File: config.mk
export PLATFORM = sky130hd
export DESIGN_NAME = rec_gather
export DESIGN_NICKNAME = d
export VERILOG_FILES = /design/src/rtl/rg_pkg.sv /design/src/rtl/rg_cfg.sv /design/src/rtl/rg_collect.sv /design/src/rtl/rg_track.sv /design/src/rtl/rec_gather.sv
export SDC_FILE = /design/constraint.sdc
export NUM_CORES = 1
export LEC_CHECK = 0
export ABC_AREA = 1
export BUFFER_PORTS_ARGS = -buffer_cell sky130_fd_sc_hd__buf_2
export CAP_MARGIN = 20
export CORE_UTILIZATION = 45
export CTS_BUF_LIST = sky130_fd_sc_hd__clkbuf_4 sky130_fd_sc_hd__clkbuf_8
export DETAILED_ROUTE_END_ITERATION = 8
export PLACE_DENSITY = 0.77
export REMOVE_ABC_BUFFERS = 1
export SETUP_SLACK_MARGIN = 0.4
export SLEW_MARGIN = 30
export SYNTH_ARGS = -nofsm -noshare
export SYNTH_HDL_FRONTEND = slang
export SYNTH_SLANG_ARGS = --single-unit
File: constraint.sdc
create_clock -name clk -period 6.3 [get_ports clk]
set_clock_uncertainty 0.15 [all_clocks]
set_input_delay 0.945 -clock clk [delete_from_list [all_inputs] [get_ports clk]]
set_output_delay 0.945 -clock clk [all_outputs]
set_load 0.005 [all_outputs]
File: src/rtl/rg_pkg.sv
package rg_pkg;
    typedef enum logic [1:0] {
        REG_CTRL = 2'd0,
        REG_LEN  = 2'd1
    } reg_addr_e;
    localparam int CTRL_CLR_BIT = 0;
endpackage

File: src/rtl/rg_cfg.sv
module rg_cfg #(
    parameter int CNT_W   = 16,
    parameter int WD_W    = 32,
    parameter int DEF_LEN = 0
) (
    input  logic             clk,
    input  logic             rst_n,
    input  logic             cfg_we,
    input  logic [1:0]       cfg_addr,
    input  logic [WD_W-1:0]  cfg_wdata,
    output logic             clr,
    output logic [CNT_W-1:0] batch_len
);
    import rg_pkg::*;

    typedef struct packed {
        logic             clr;
        logic [CNT_W-1:0] len;
    } cfg_t;

    cfg_t cfg_d, cfg_q;
    logic unused_hi;

    assign unused_hi = ^cfg_wdata[WD_W-1:CNT_W];

    always_comb begin
        cfg_d     = cfg_q;
        cfg_d.clr = cfg_we && (cfg_addr == REG_CTRL) && cfg_wdata[CTRL_CLR_BIT];
        if (cfg_we && (cfg_addr == REG_LEN))
            cfg_d.len = cfg_wdata[CNT_W-1:0];
    end

    always_ff @(posedge clk or negedge rst_n) begin
        if (!rst_n) begin
            cfg_q.clr <= 1'b0;
            cfg_q.len <= CNT_W'(DEF_LEN);
        end else begin
            cfg_q <= cfg_d;
        end
    end

    assign clr       = cfg_q.clr;
    assign batch_len = cfg_q.len;


    len_hold_chk: assert property (@(posedge clk) disable iff (!rst_n)
        (!cfg_we || cfg_addr != REG_LEN) |=> $stable(batch_len));
endmodule

File: src/rtl/rg_collect.sv
module rg_collect #(
    parameter int NFEAT  = 11,
    parameter int FEAT_W = 16,
    parameter int DATA_W = 32
) (
    input  logic                    clk,
    input  logic                    rst_n,
    input  logic                    clr,
    input  logic                    admit,
    input  logic [DATA_W-1:0]       s_tdata,
    input  logic                    s_tvalid,
    input  logic                    s_tlast,
    output logic                    s_tready,
    output logic                    commit,
    output logic                    rec_valid,
    output logic [NFEAT*FEAT_W-1:0] rec_feat,
    output logic                    err_flag
);
    localparam int IDX_W = $clog2(NFEAT);
    localparam logic [IDX_W-1:0] LAST_IDX = IDX_W'(NFEAT - 1);

    typedef struct packed {
        logic [IDX_W-1:0]             idx;
        logic [NFEAT-1:0][FEAT_W-1:0] feat;
        logic                         valid;
        logic                         err;
    } col_t;

    col_t col_d, col_q;
    logic acc, last_beat, unused_hi;

    assign unused_hi = ^s_tdata[DATA_W-1:FEAT_W];
    assign s_tready  = !clr && ((col_q.idx != '0) || admit);
    assign acc       = s_tvalid && s_tready;
    assign last_beat = (col_q.idx == LAST_IDX);
    assign commit    = acc && last_beat;

    always_comb begin
        col_d       = col_q;
        col_d.valid = 1'b0;
        if (clr) begin
            col_d = '0;
        end else if (acc) begin
            col_d.feat[col_q.idx] = s_tdata[FEAT_W-1:0];
            if (last_beat) begin
                col_d.idx   = '0;
                col_d.valid = 1'b1;
            end else if (s_tlast) begin
                col_d.idx = '0;
                col_d.err = 1'b1;
            end else begin
                col_d.idx = col_q.idx + 1'b1;
            end
        end
    end

    always_ff @(posedge clk or negedge rst_n) begin
        if (!rst_n) col_q <= '0;
        else        col_q <= col_d;
    end

    assign rec_valid = col_q.valid;
    assign rec_feat  = col_q.feat;
    assign err_flag  = col_q.err;


    valid_single_pulse_chk: assert property (@(posedge clk) disable iff (!rst_n)
        rec_valid |=> !rec_valid);

    err_sticky_chk: assert property (@(posedge clk) disable iff (!rst_n)
        (err_flag && !clr) |=> err_flag);

    clear_empties_chk: assert property (@(posedge clk) disable iff (!rst_n)
        clr |=> (!rec_valid && !err_flag && col_q.idx == '0));

    idx_range_chk: assert property (@(posedge clk) disable iff (!rst_n)
        col_q.idx <= LAST_IDX);
endmodule

File: src/rtl/rg_track.sv
module rg_track #(
    parameter int CNT_W = 16
) (
    input  logic             clk,
    input  logic             rst_n,
    input  logic             clr,
    input  logic             commit,
    input  logic             res_done,
    input  logic [CNT_W-1:0] space_free,
    input  logic [CNT_W-1:0] batch_len,
    output logic             admit,
    output logic             batch_done
);
    typedef struct packed {
        logic [CNT_W-1:0] infl;
        logic [CNT_W-1:0] cnt;
        logic             done;
    } trk_t;

    trk_t trk_d, trk_q;
    logic [CNT_W:0] cnt_next;

    assign cnt_next = {1'b0, trk_q.cnt} + 1'b1;
    assign admit    = space_free > trk_q.infl;

    always_comb begin
        trk_d = trk_q;
        if (clr) begin
            trk_d = '0;
        end else begin
            if (commit && !res_done)
                trk_d.infl = trk_q.infl + 1'b1;
            else if (!commit && res_done && trk_q.infl != '0)
                trk_d.infl = trk_q.infl - 1'b1;
            if (commit) begin
                if (batch_len != '0 && cnt_next >= {1'b0, batch_len}) begin
                    trk_d.cnt  = '0;
                    trk_d.done = 1'b1;
                end else begin
                    trk_d.cnt  = cnt_next[CNT_W-1:0];
                    trk_d.done = 1'b0;
                end
            end
        end
    end

    always_ff @(posedge clk or negedge rst_n) begin
        if (!rst_n) trk_q <= '0;
        else        trk_q <= trk_d;
    end

    assign batch_done = trk_q.done;


    done_on_commit_chk: assert property (@(posedge clk) disable iff (!rst_n)
        $rose(batch_done) |-> $past(commit));

    no_overflow_chk: assert property (@(posedge clk) disable iff (!rst_n)
        (commit && !res_done && !clr) |-> (trk_q.infl != '1));

    clear_track_chk: assert property (@(posedge clk) disable iff (!rst_n)
        clr |=> (trk_q.infl == '0 && !batch_done));
endmodule

File: src/rtl/rec_gather.sv
module rec_gather #(
    parameter int NFEAT   = 11,
    parameter int FEAT_W  = 16,
    parameter int DATA_W  = 32,
    parameter int CNT_W   = 16,
    parameter int DEF_LEN = 0
) (
    input  logic                    clk,
    input  logic                    rst_n,
    input  logic                    cfg_we,
    input  logic [1:0]              cfg_addr,
    input  logic [DATA_W-1:0]       cfg_wdata,
    input  logic [DATA_W-1:0]       s_tdata,
    input  logic                    s_tvalid,
    output logic                    s_tready,
    input  logic                    s_tlast,
    input  logic [CNT_W-1:0]        space_free,
    input  logic                    res_done,
    output logic                    rec_valid,
    output logic [NFEAT*FEAT_W-1:0] rec_feat,
    output logic                    batch_done,
    output logic                    err_flag,
    output logic                    pipe_clear
);
    logic             clr, admit, commit;
    logic [CNT_W-1:0] batch_len;

    rg_cfg #(.CNT_W(CNT_W), .WD_W(DATA_W), .DEF_LEN(DEF_LEN)) cfg_i (
        .clk(clk), .rst_n(rst_n), .cfg_we(cfg_we), .cfg_addr(cfg_addr),
        .cfg_wdata(cfg_wdata), .clr(clr), .batch_len(batch_len)
    );

    rg_collect #(.NFEAT(NFEAT), .FEAT_W(FEAT_W), .DATA_W(DATA_W)) col_i (
        .clk(clk), .rst_n(rst_n), .clr(clr), .admit(admit),
        .s_tdata(s_tdata), .s_tvalid(s_tvalid), .s_tlast(s_tlast),
        .s_tready(s_tready), .commit(commit), .rec_valid(rec_valid),
        .rec_feat(rec_feat), .err_flag(err_flag)
    );

    rg_track #(.CNT_W(CNT_W)) trk_i (
        .clk(clk), .rst_n(rst_n), .clr(clr), .commit(commit),
        .res_done(res_done), .space_free(space_free), .batch_len(batch_len),
        .admit(admit), .batch_done(batch_done)
    );

    assign pipe_clear = clr;
endmodule

==> results of run 1 <==
==> layout by cell type (no fill, tap or decap), types with 3 or more instances in the layout <==
cell	n
sky130_fd_sc_hd__a21o_1	3
sky130_fd_sc_hd__xor2_1	17
sky130_fd_sc_hd__ha_1	54
sky130_fd_sc_hd__nor3_1	5
sky130_fd_sc_hd__clkbuf_8	49
sky130_fd_sc_hd__o21ai_2	10
sky130_fd_sc_hd__nor3_2	4
sky130_fd_sc_hd__xnor2_1	9
sky130_fd_sc_hd__nand3_2	5
sky130_fd_sc_hd__nand3_1	191
sky130_fd_sc_hd__o21ai_1	37
sky130_fd_sc_hd__buf_2	235
sky130_fd_sc_hd__dfrtp_1	232
sky130_fd_sc_hd__o21ai_0	169
sky130_fd_sc_hd__a21oi_1	46
sky130_fd_sc_hd__nor4_1	10
sky130_fd_sc_hd__nor2_2	5
sky130_fd_sc_hd__buf_4	3
sky130_fd_sc_hd__nand4_1	9
sky130_fd_sc_hd__clkbuf_4	11
sky130_fd_sc_hd__inv_2	7
sky130_fd_sc_hd__nand2_1	113
sky130_fd_sc_hd__nand2_2	8
sky130_fd_sc_hd__nor2_4	3
sky130_fd_sc_hd__nor2_1	31
sky130_fd_sc_hd__inv_1	84
sky130_fd_sc_hd__nand4_4	7
==> per-layer routing <==
metal	vias up	GRT usage, %
li1	4385	-
met1	4456	28.3
met2	316	33.9
met3	78	3.68
met4	0	8.78
met5	-	0
==> layout make-up <==
class / instances / area, um^2 / share of cell area (%)
well taps: 341 / 427 / 3.27
multi-input cells: 752 / 4420 / 33.9
flip-flops and latches: 232 / 5810 / 44.4
clock inverters: 4 / 32.5 / 0.249
inverters: 94 / 363 / 2.78
diodes: 1 / 2.50 / 0.0192
clock buffers: 60 / 757 / 5.79
repair buffers: 241 / 1250 / 9.59
==> metrics by stage <==
step	cell area, um^2	cells	utilization [%]	hold WS (ns)
detailed placement	12200	1659	45.7	0.318
floorplan	10600	1078	-	0.326
global route	13100	1725	48.7	0.143
finish	13100	1725	48.7	0.146
global placement	12200	1659	45.7	0.313
CTS	13000	1723	48.6	0.332
==> state kept, by name (all words and copies together) (netlist names) <==
name and count:
cfg_i.batch_len 16, trk_i.batch_done 1, col_i.err_flag 1, col_i.rec_valid 1, col_i.col_q 4, col_i.rec_feat 176, cfg_i.clr 1, trk_i.trk_q 32
==> kinds of logic (layout without fill, tap and decap cells) <==
logic type	count (synthesis)	count (layout)	synth area share [%]
DFF	232	232	47.4
buffers and inverters	347	399	16.6
AOI/OAI and AO/OA	275	275	11.9
and+or+nand+nor	396	396	16.6
adders and majority gates	55	55	5.68
xor gates and xnor gates	26	26	1.86
other	0	1	0
==> critical path: stages, from the launching register on <==
cell                       delay (ns)
sky130_fd_sc_hd__dfrtp_1         0.41
sky130_fd_sc_hd__inv_1           0.12
sky130_fd_sc_hd__ha_1            0.31
sky130_fd_sc_hd__nand2_1         0.10
sky130_fd_sc_hd__nor3_2          0.28
sky130_fd_sc_hd__nand2_1         0.08
sky130_fd_sc_hd__nand2_1         0.06
sky130_fd_sc_hd__nand2_1         0.08
sky130_fd_sc_hd__nand2_2         0.09
sky130_fd_sc_hd__nand3_4         0.11
sky130_fd_sc_hd__nor2_4          0.46
sky130_fd_sc_hd__nand2_2         0.45
sky130_fd_sc_hd__fa_1            0.55
sky130_fd_sc_hd__nand3_1         0.10
sky130_fd_sc_hd__nand2_1         0.10
sky130_fd_sc_hd__a21oi_1         0.27
sky130_fd_sc_hd__o21ai_0         0.18
sky130_fd_sc_hd__a21boi_0        0.27
sky130_fd_sc_hd__o21ai_0         0.14
sky130_fd_sc_hd__xor2_1          0.19
sky130_fd_sc_hd__o21ai_2         0.08
==> final timing paths <==
check / end / cells after the start
hold reg to reg: col_i.rec_feat[165] / 2
setup / recovery: trk_i.trk_q[29] / 20
min in group clk: col_i.rec_feat[165] / 2
setup reg to reg: trk_i.trk_q[29] / 20
max in group asynchronous: col_i.rec_feat[51] / 3
hold / removal: col_i.rec_feat[112] / 1
==> power by group through the flow <==
stage	clock, mW	combinational (mW)	sequential [mW]
final	1.37	1.49	2.02
after global routing	1.47	1.68	2.06
after floorplan	0	0.910	2.03
after CTS	1.41	1.50	2.01
after global placement	0	1.44	2.02
after detailed placement	0	1.49	2.03
==> results.rst, run 1 <==
.. list-table::
   :header-rows: 1

   * - Metric
     - Value
   * - Average size of a mapped cell
     - about 9.2 um^2
   * - FF-to-FF Start
     - trk_i.trk_q[32]
   * - Status
     - complete, no violations
   * - Number of flops mapped to enable cells by yosys
     - 0
   * - Combinational group share of total power
     - 30.6%
   * - Max-slew violation total from the final report
     - 0
   * - Later-pin clock latency in the skew report
     - ~0.54 ns
   * - Switching portion of total power
     - 34.4%
   * - Antenna Nets Post-Route
     - 0
   * - Total power consumption of the routed design
     - just under 5 mW
   * - CTS HTree Levels
     - 2
   * - Initial drt markers
     - about 840
   * - Required time at the worst-slack endpoint
     - between 6 and 7 ns
   * - Final Setup Violations
     - 0
   * - Via/cell ratio
     - 5.35
   * - Cells resized by post-CTS repair
     - 0
   * - Post-synthesis to final-layout area growth
     - 6.61%
   * - Max-cap violations
     - 0
   * - CTS Root Cell
     - sky130_fd_sc_hd__clkbuf_8
   * - Setup bufs post-CTS
     - 0
   * - Total Routed Length
     - ~30,000 um
   * - Register-to-register path setup slack
     - 1.60 ns
   * - WP data arrival
     - 4.97 ns
   * - Cell type with the largest total area after synthesis
     - sky130_fd_sc_hd__dfrtp_1
   * - Clock period minus worst slack
     - ~4.7 ns
   * - Clk sinks
     - 232
   * - Part of the Yosys area used for sequential elements
     - 47.4%
   * - Max Buffers Root-to-Sink
     - 3
   * - Wire length of the first global-routing pass
     - ~47,000 um
   * - Class of the most critical setup path
     - reg -> reg
   * - Cell Area, Synth
     - approximately 0.012 mm^2
   * - Highest metal layer with signal wires
     - met4
   * - Worst-path fanout max
     - 21
   * - Main area contributors after synthesis
     - sky130_fd_sc_hd__dfrtp_1, sky130_fd_sc_hd__buf_4, sky130_fd_sc_hd__nand3_1
   * - Drt wl/cell
     - 17.2 um
   * - Port-buffer cells
     - 236
   * - Total CTS buffers
     - just over 40
   * - Number of top-level pins
     - between 200 and 300
   * - Cts hold-fix bufs
     - 0
   * - Commonest register cell after synthesis
     - sky130_fd_sc_hd__dfrtp_1
   * - Total negative slack
     - 0 ns
   * - Reg power frac
     - ~41%
   * - Slew Limit Headroom
     - a little over two fifths
   * - Max VDD drop
     - between 0.15 and 0.2 mV
   * - Commonest cells in the netlist
     - sky130_fd_sc_hd__dfrtp_1, sky130_fd_sc_hd__nand3_1, sky130_fd_sc_hd__buf_4
   * - RSZ-0062 raised after global routing
     - no
   * - Internal power
     - between 3 and 4 mW
   * - Detailed-placement wirelength estimate
     - approximately 19,000 um
   * - Flip-flop and latch count after synthesis
     - roughly 230
   * - DRT Pass-1 Iters
     - 6
   * - Launch point of the critical path
     - trk_i.trk_q[32]
   * - Number of different library cells in the post-synthesis netlist
     - 45
   * - Proportion of synthesized flip-flops having asynchronous set or reset
     - 100%
   * - Cell with the most instances after synthesis
     - sky130_fd_sc_hd__dfrtp_1
   * - Final period util
     - 74.6%
   * - Die width
     - between 150 and 200 um
   * - Pwr per Cell Area
     - ~370 mW/mm^2
   * - Floorplan core area
     - ~0.027 mm^2
   * - Setup crit end kind
     - flop
   * - Last weighted congestion value of the routability-driven placer
     - 0.863
   * - Wl on met1
     - roughly 13,000 um
   * - Total via count after detailed routing
     - a little over 9,000
   * - Metal2 WL
     - around 14,000 um
   * - CTS clock-pin slew for the worst setup and hold paths
     - roughly 0.06 ns
   * - TritonCTS clock tree
     - built
   * - Tightest Hold Check Type
     - in -> async
   * - P_sw
     - around 1.7 mW
   * - Clk network pwr share
     - 28.0%
   * - Tightest Pin Transition
     - just under 0.9 ns
   * - Synthesized netlist cell count
     - ~1,300
   * - Total gr overflow
     - 0
   * - Maximum clock rate
     - between 0.2 and 0.25 GHz
   * - Site row count
     - 60
   * - Layout net count
     - approximately 1,500
   * - Overall die area
     - approximately 0.028 mm^2
   * - Hold Violations, Final
     - 0
   * - Post-Place Worst Slack
     - between 1 and 1.5 ns
   * - Fill cell count
     - 2,475
   * - Maximum number of pins on one net before global-route repair
     - 131
   * - Via count of the first global-routing pass
     - between 8,000 and 9,000
   * - Leakage component of the power
     - ~6.8 nW
   * - Number of warnings printed during yosys synthesis
     - 0
   * - Fraction of synthesized cell area taken by the top area cell type
     - between 40% and 50%
   * - Die H
     - between 150 and 200 um
   * - Share of final-layout standard cells stronger than drive strength 1
     - between 20% and 30%
   * - PnR worst setup slack
     - about 1.6 ns
   * - Number of antenna violations at the first check in global routing
     - 1
   * - Number of design rule violations left after detail routing
     - 0
   * - Startpoint type of the worst setup path
     - flop
   * - Met3 wire length
     - around 1600 um
   * - Global-route usage over all layers
     - 21.2%
   * - Effective utilization at floorplan
     - 45.7%
Note: power is estimated with default switching activity, not from simulation.
==> inputs of run 2 (changes only) <==
clock period = 4.6 ns   (was 6.3 ns; I/O delays follow)
==> results.rst, run 2 (synthesis results as in run 1) <==
.. list-table::
   :header-rows: 1

   * - Metric
     - Value
   * - Status
     - complete, no violations
   * - Max VDD drop
     - about 0.23 mV
   * - Antenna Nets Post-Route
     - 0
   * - Die H
     - 167 um
   * - Placement Cell Area
     - 0.0123 mm^2
   * - FF-to-FF Start
     - trk_i.trk_q[32]
   * - Number of top-level pins
     - around 270
   * - Maximum single-stage delay on the critical path
     - around 0.42 ns
   * - Total negative slack
     - 0 ns
   * - Via count of the first global-routing pass
     - between 9,000 and 10,000
   * - Maximum clock rate
     - around 0.26 GHz
   * - Commonest cells after routing, fill and taps aside
     - sky130_fd_sc_hd__buf_2, sky130_fd_sc_hd__dfrtp_1, sky130_fd_sc_hd__nand3_1, sky130_fd_sc_hd__o21ai_0, sky130_fd_sc_hd__nand2_1
   * - Endpoint of the worst register-to-register path
     - trk_i.trk_q[29]
   * - Number of design rule violations left after detail routing
     - 0
   * - Hold Violations, Final
     - 0
   * - Maximum number of pins on one net before global-route repair
     - 100
   * - Final Setup Violations
     - 0
   * - Initial drt markers
     - between 600 and 700
   * - Wire length of the first global-routing pass
     - 48,200 um
   * - Max-slew violation total from the final report
     - 0
   * - Total Routed Length
     - approximately 30,000 um
   * - Startpoint type of the worst setup path
     - flop
   * - Leakage component of the power
     - slightly below 7 nW
   * - Overall die area
     - 0.0279 mm^2
   * - Max-cap violations
     - 0
   * - Global-route usage over all layers
     - a little over a fifth
   * - Required time at the worst-slack endpoint
     - around 5 ns
   * - Slew Limit Headroom
     - a little under two fifths
   * - Port-buffer cells
     - ~240
   * - Final core occ
     - between 40% and 50%
   * - Total power consumption of the routed design
     - ~7 mW
   * - Leading cell type in the layout, fill and taps excluded
     - sky130_fd_sc_hd__buf_2
   * - Cell with the largest stage delay on the worst path
     - sky130_fd_sc_hd__fa_1
   * - Worst-path fanout max
     - 12
   * - Cts hold-fix bufs
     - 0
   * - Floorplan core area
     - approximately 0.027 mm^2
   * - Clock period minus worst slack
     - roughly 3.9 ns
   * - CTS Root Cell
     - sky130_fd_sc_hd__clkbuf_8
   * - Die width
     - between 150 and 200 um
   * - Register-to-register path setup slack
     - approximately 0.74 ns
   * - Layout net count
     - 1,511
   * - CP most frequent cell
     - sky130_fd_sc_hd__nand2_1
   * - Effective utilization at floorplan
     - 45.7%
   * - Pwr per Cell Area
     - between 500 and 600 mW/mm^2
   * - Detailed-placement wirelength estimate
     - approximately 19,000 um
   * - Setup crit end kind
     - flop
   * - Post-synthesis to final-layout area growth
     - 8.06%
   * - WP data arrival
     - 4.13 ns
   * - Tightest Pin Transition
     - around 0.94 ns
   * - CTS HTree Levels
     - 2
   * - Flip-flop count of the largest register, all copies and words added
     - ~180
   * - FF-to-FF path depth
     - 20
   * - Share of final-layout standard cells stronger than drive strength 1
     - between 20% and 30%
   * - Max Buffers Root-to-Sink
     - 3
   * - Final period util
     - a little over four fifths
   * - Later-pin clock latency in the skew report
     - 0.55 ns
   * - Post-Place Worst Slack
     - 0.367 ns
   * - Via/cell ratio
     - 5.32
   * - CP cell instances
     - inv_1 -> ha_1 -> nand2_1 -> nor3_4 -> nand2_1 -> nand2_1 -> nand2_1 -> nand2_2 -> nand3_4 -> nor2_4 -> nand2_4 -> fa_1 -> nand3_1 -> nand2_1 -> a21oi_1 -> o21ai_0 -> a21boi_0 -> o21ai_0 -> xor2_1 -> o21ai_2
   * - Total gr overflow
     - 0
   * - Clk sinks
     - between 200 and 250
   * - Tightest Hold Check Type
     - in -> async
   * - Total via count after detailed routing
     - 9,261
   * - DRT Pass-1 Iters
     - 5
   * - CTS clock-pin slew for the worst setup and hold paths
     - about 0.060 ns
   * - Post-layout instance area
     - 0.0132 mm^2
   * - Drt wl/cell
     - 17.3 um
   * - Number of antenna violations at the first check in global routing
     - 1
   * - TritonCTS clock tree
     - built
   * - Site row count
     - 60
   * - Last weighted congestion value of the routability-driven placer
     - 0.867
   * - Class of the most critical setup path
     - reg -> reg
   * - RSZ-0062 raised after global routing
     - no
   * - Total CTS buffers
     - between 40 and 50
   * - PnR worst setup slack
     - about 0.74 ns
run 2: critical path: cells and delay by family, from the launching register on:
family	cells	cell delay (ns)
buffers and inverters	1	0.11
AND/OR/NAND/NOR	11	1.27
adder cells (fa/ha/maj)	2	0.73
flip-flops	1	0.40
AO/OA/AOI/OAI	5	0.87
XOR/XNOR	1	0.20
run 2: timing repair:
item | in CTS | in global routing
endpoints found under the setup margin | 0 | 3
resized for setup | 0 | 3
setup buffers | 0 | 0
run 2: where the power goes:
group | total [mW] | internal [mW] | switching (mW)
sequential | 2.76 | 2.47 | 0.287
combinational | 2.06 | 0.868 | 1.19
clock | 2.12 | 1.25 | 0.874
run 2: worst max path at each step:
| stage | endpoint | depth (start not counted) | start |
|---|---|---|---|
| floorplan | trk_i.trk_q[29] | 13 | cfg_i.clr |
| global placement | trk_i.trk_q[29] | 20 | space_free[15] |
| detailed placement | trk_i.trk_q[29] | 20 | space_free[15] |
| CTS | trk_i.trk_q[29] | 20 | trk_i.trk_q[32] |
| global route | trk_i.trk_q[29] | 20 | trk_i.trk_q[32] |
| finish | trk_i.trk_q[29] | 20 | trk_i.trk_q[32] |
run 2: through the flow:
step                      hold WS (ns)  instances
after floorplan                  0.244       1078
after global placement           0.314       1666
after detailed placement         0.323       1666
after CTS                       0.0303       1740
after global routing            0.0506       1741
final                           0.0117       1741
run 2: metal layers:
layer / up-vias / global-route usage, % / wire length (um)
met5: - / 0 / 0
met3: 89 / 4.21 / 1530
met2: 322 / 34.9 / 14200
li1: 4389 / - / -
met1: 4461 / 28.3 / 13200
met4: 0 / 10.1 / 1230
run 2: cell type report:
| class | count | area [um^2] |
|---|---|---|
| diodes | 1 | 2.50 |
| clock inverters | 10 | 110 |
| inverters | 94 | 363 |
| fillers | 2479 | 13600 |
| repair buffers | 247 | 1270 |
| multi-input cells | 752 | 4440 |
| flip-flops and latches | 232 | 5810 |
| clock buffers | 64 | 818 |
| well taps | 341 | 427 |
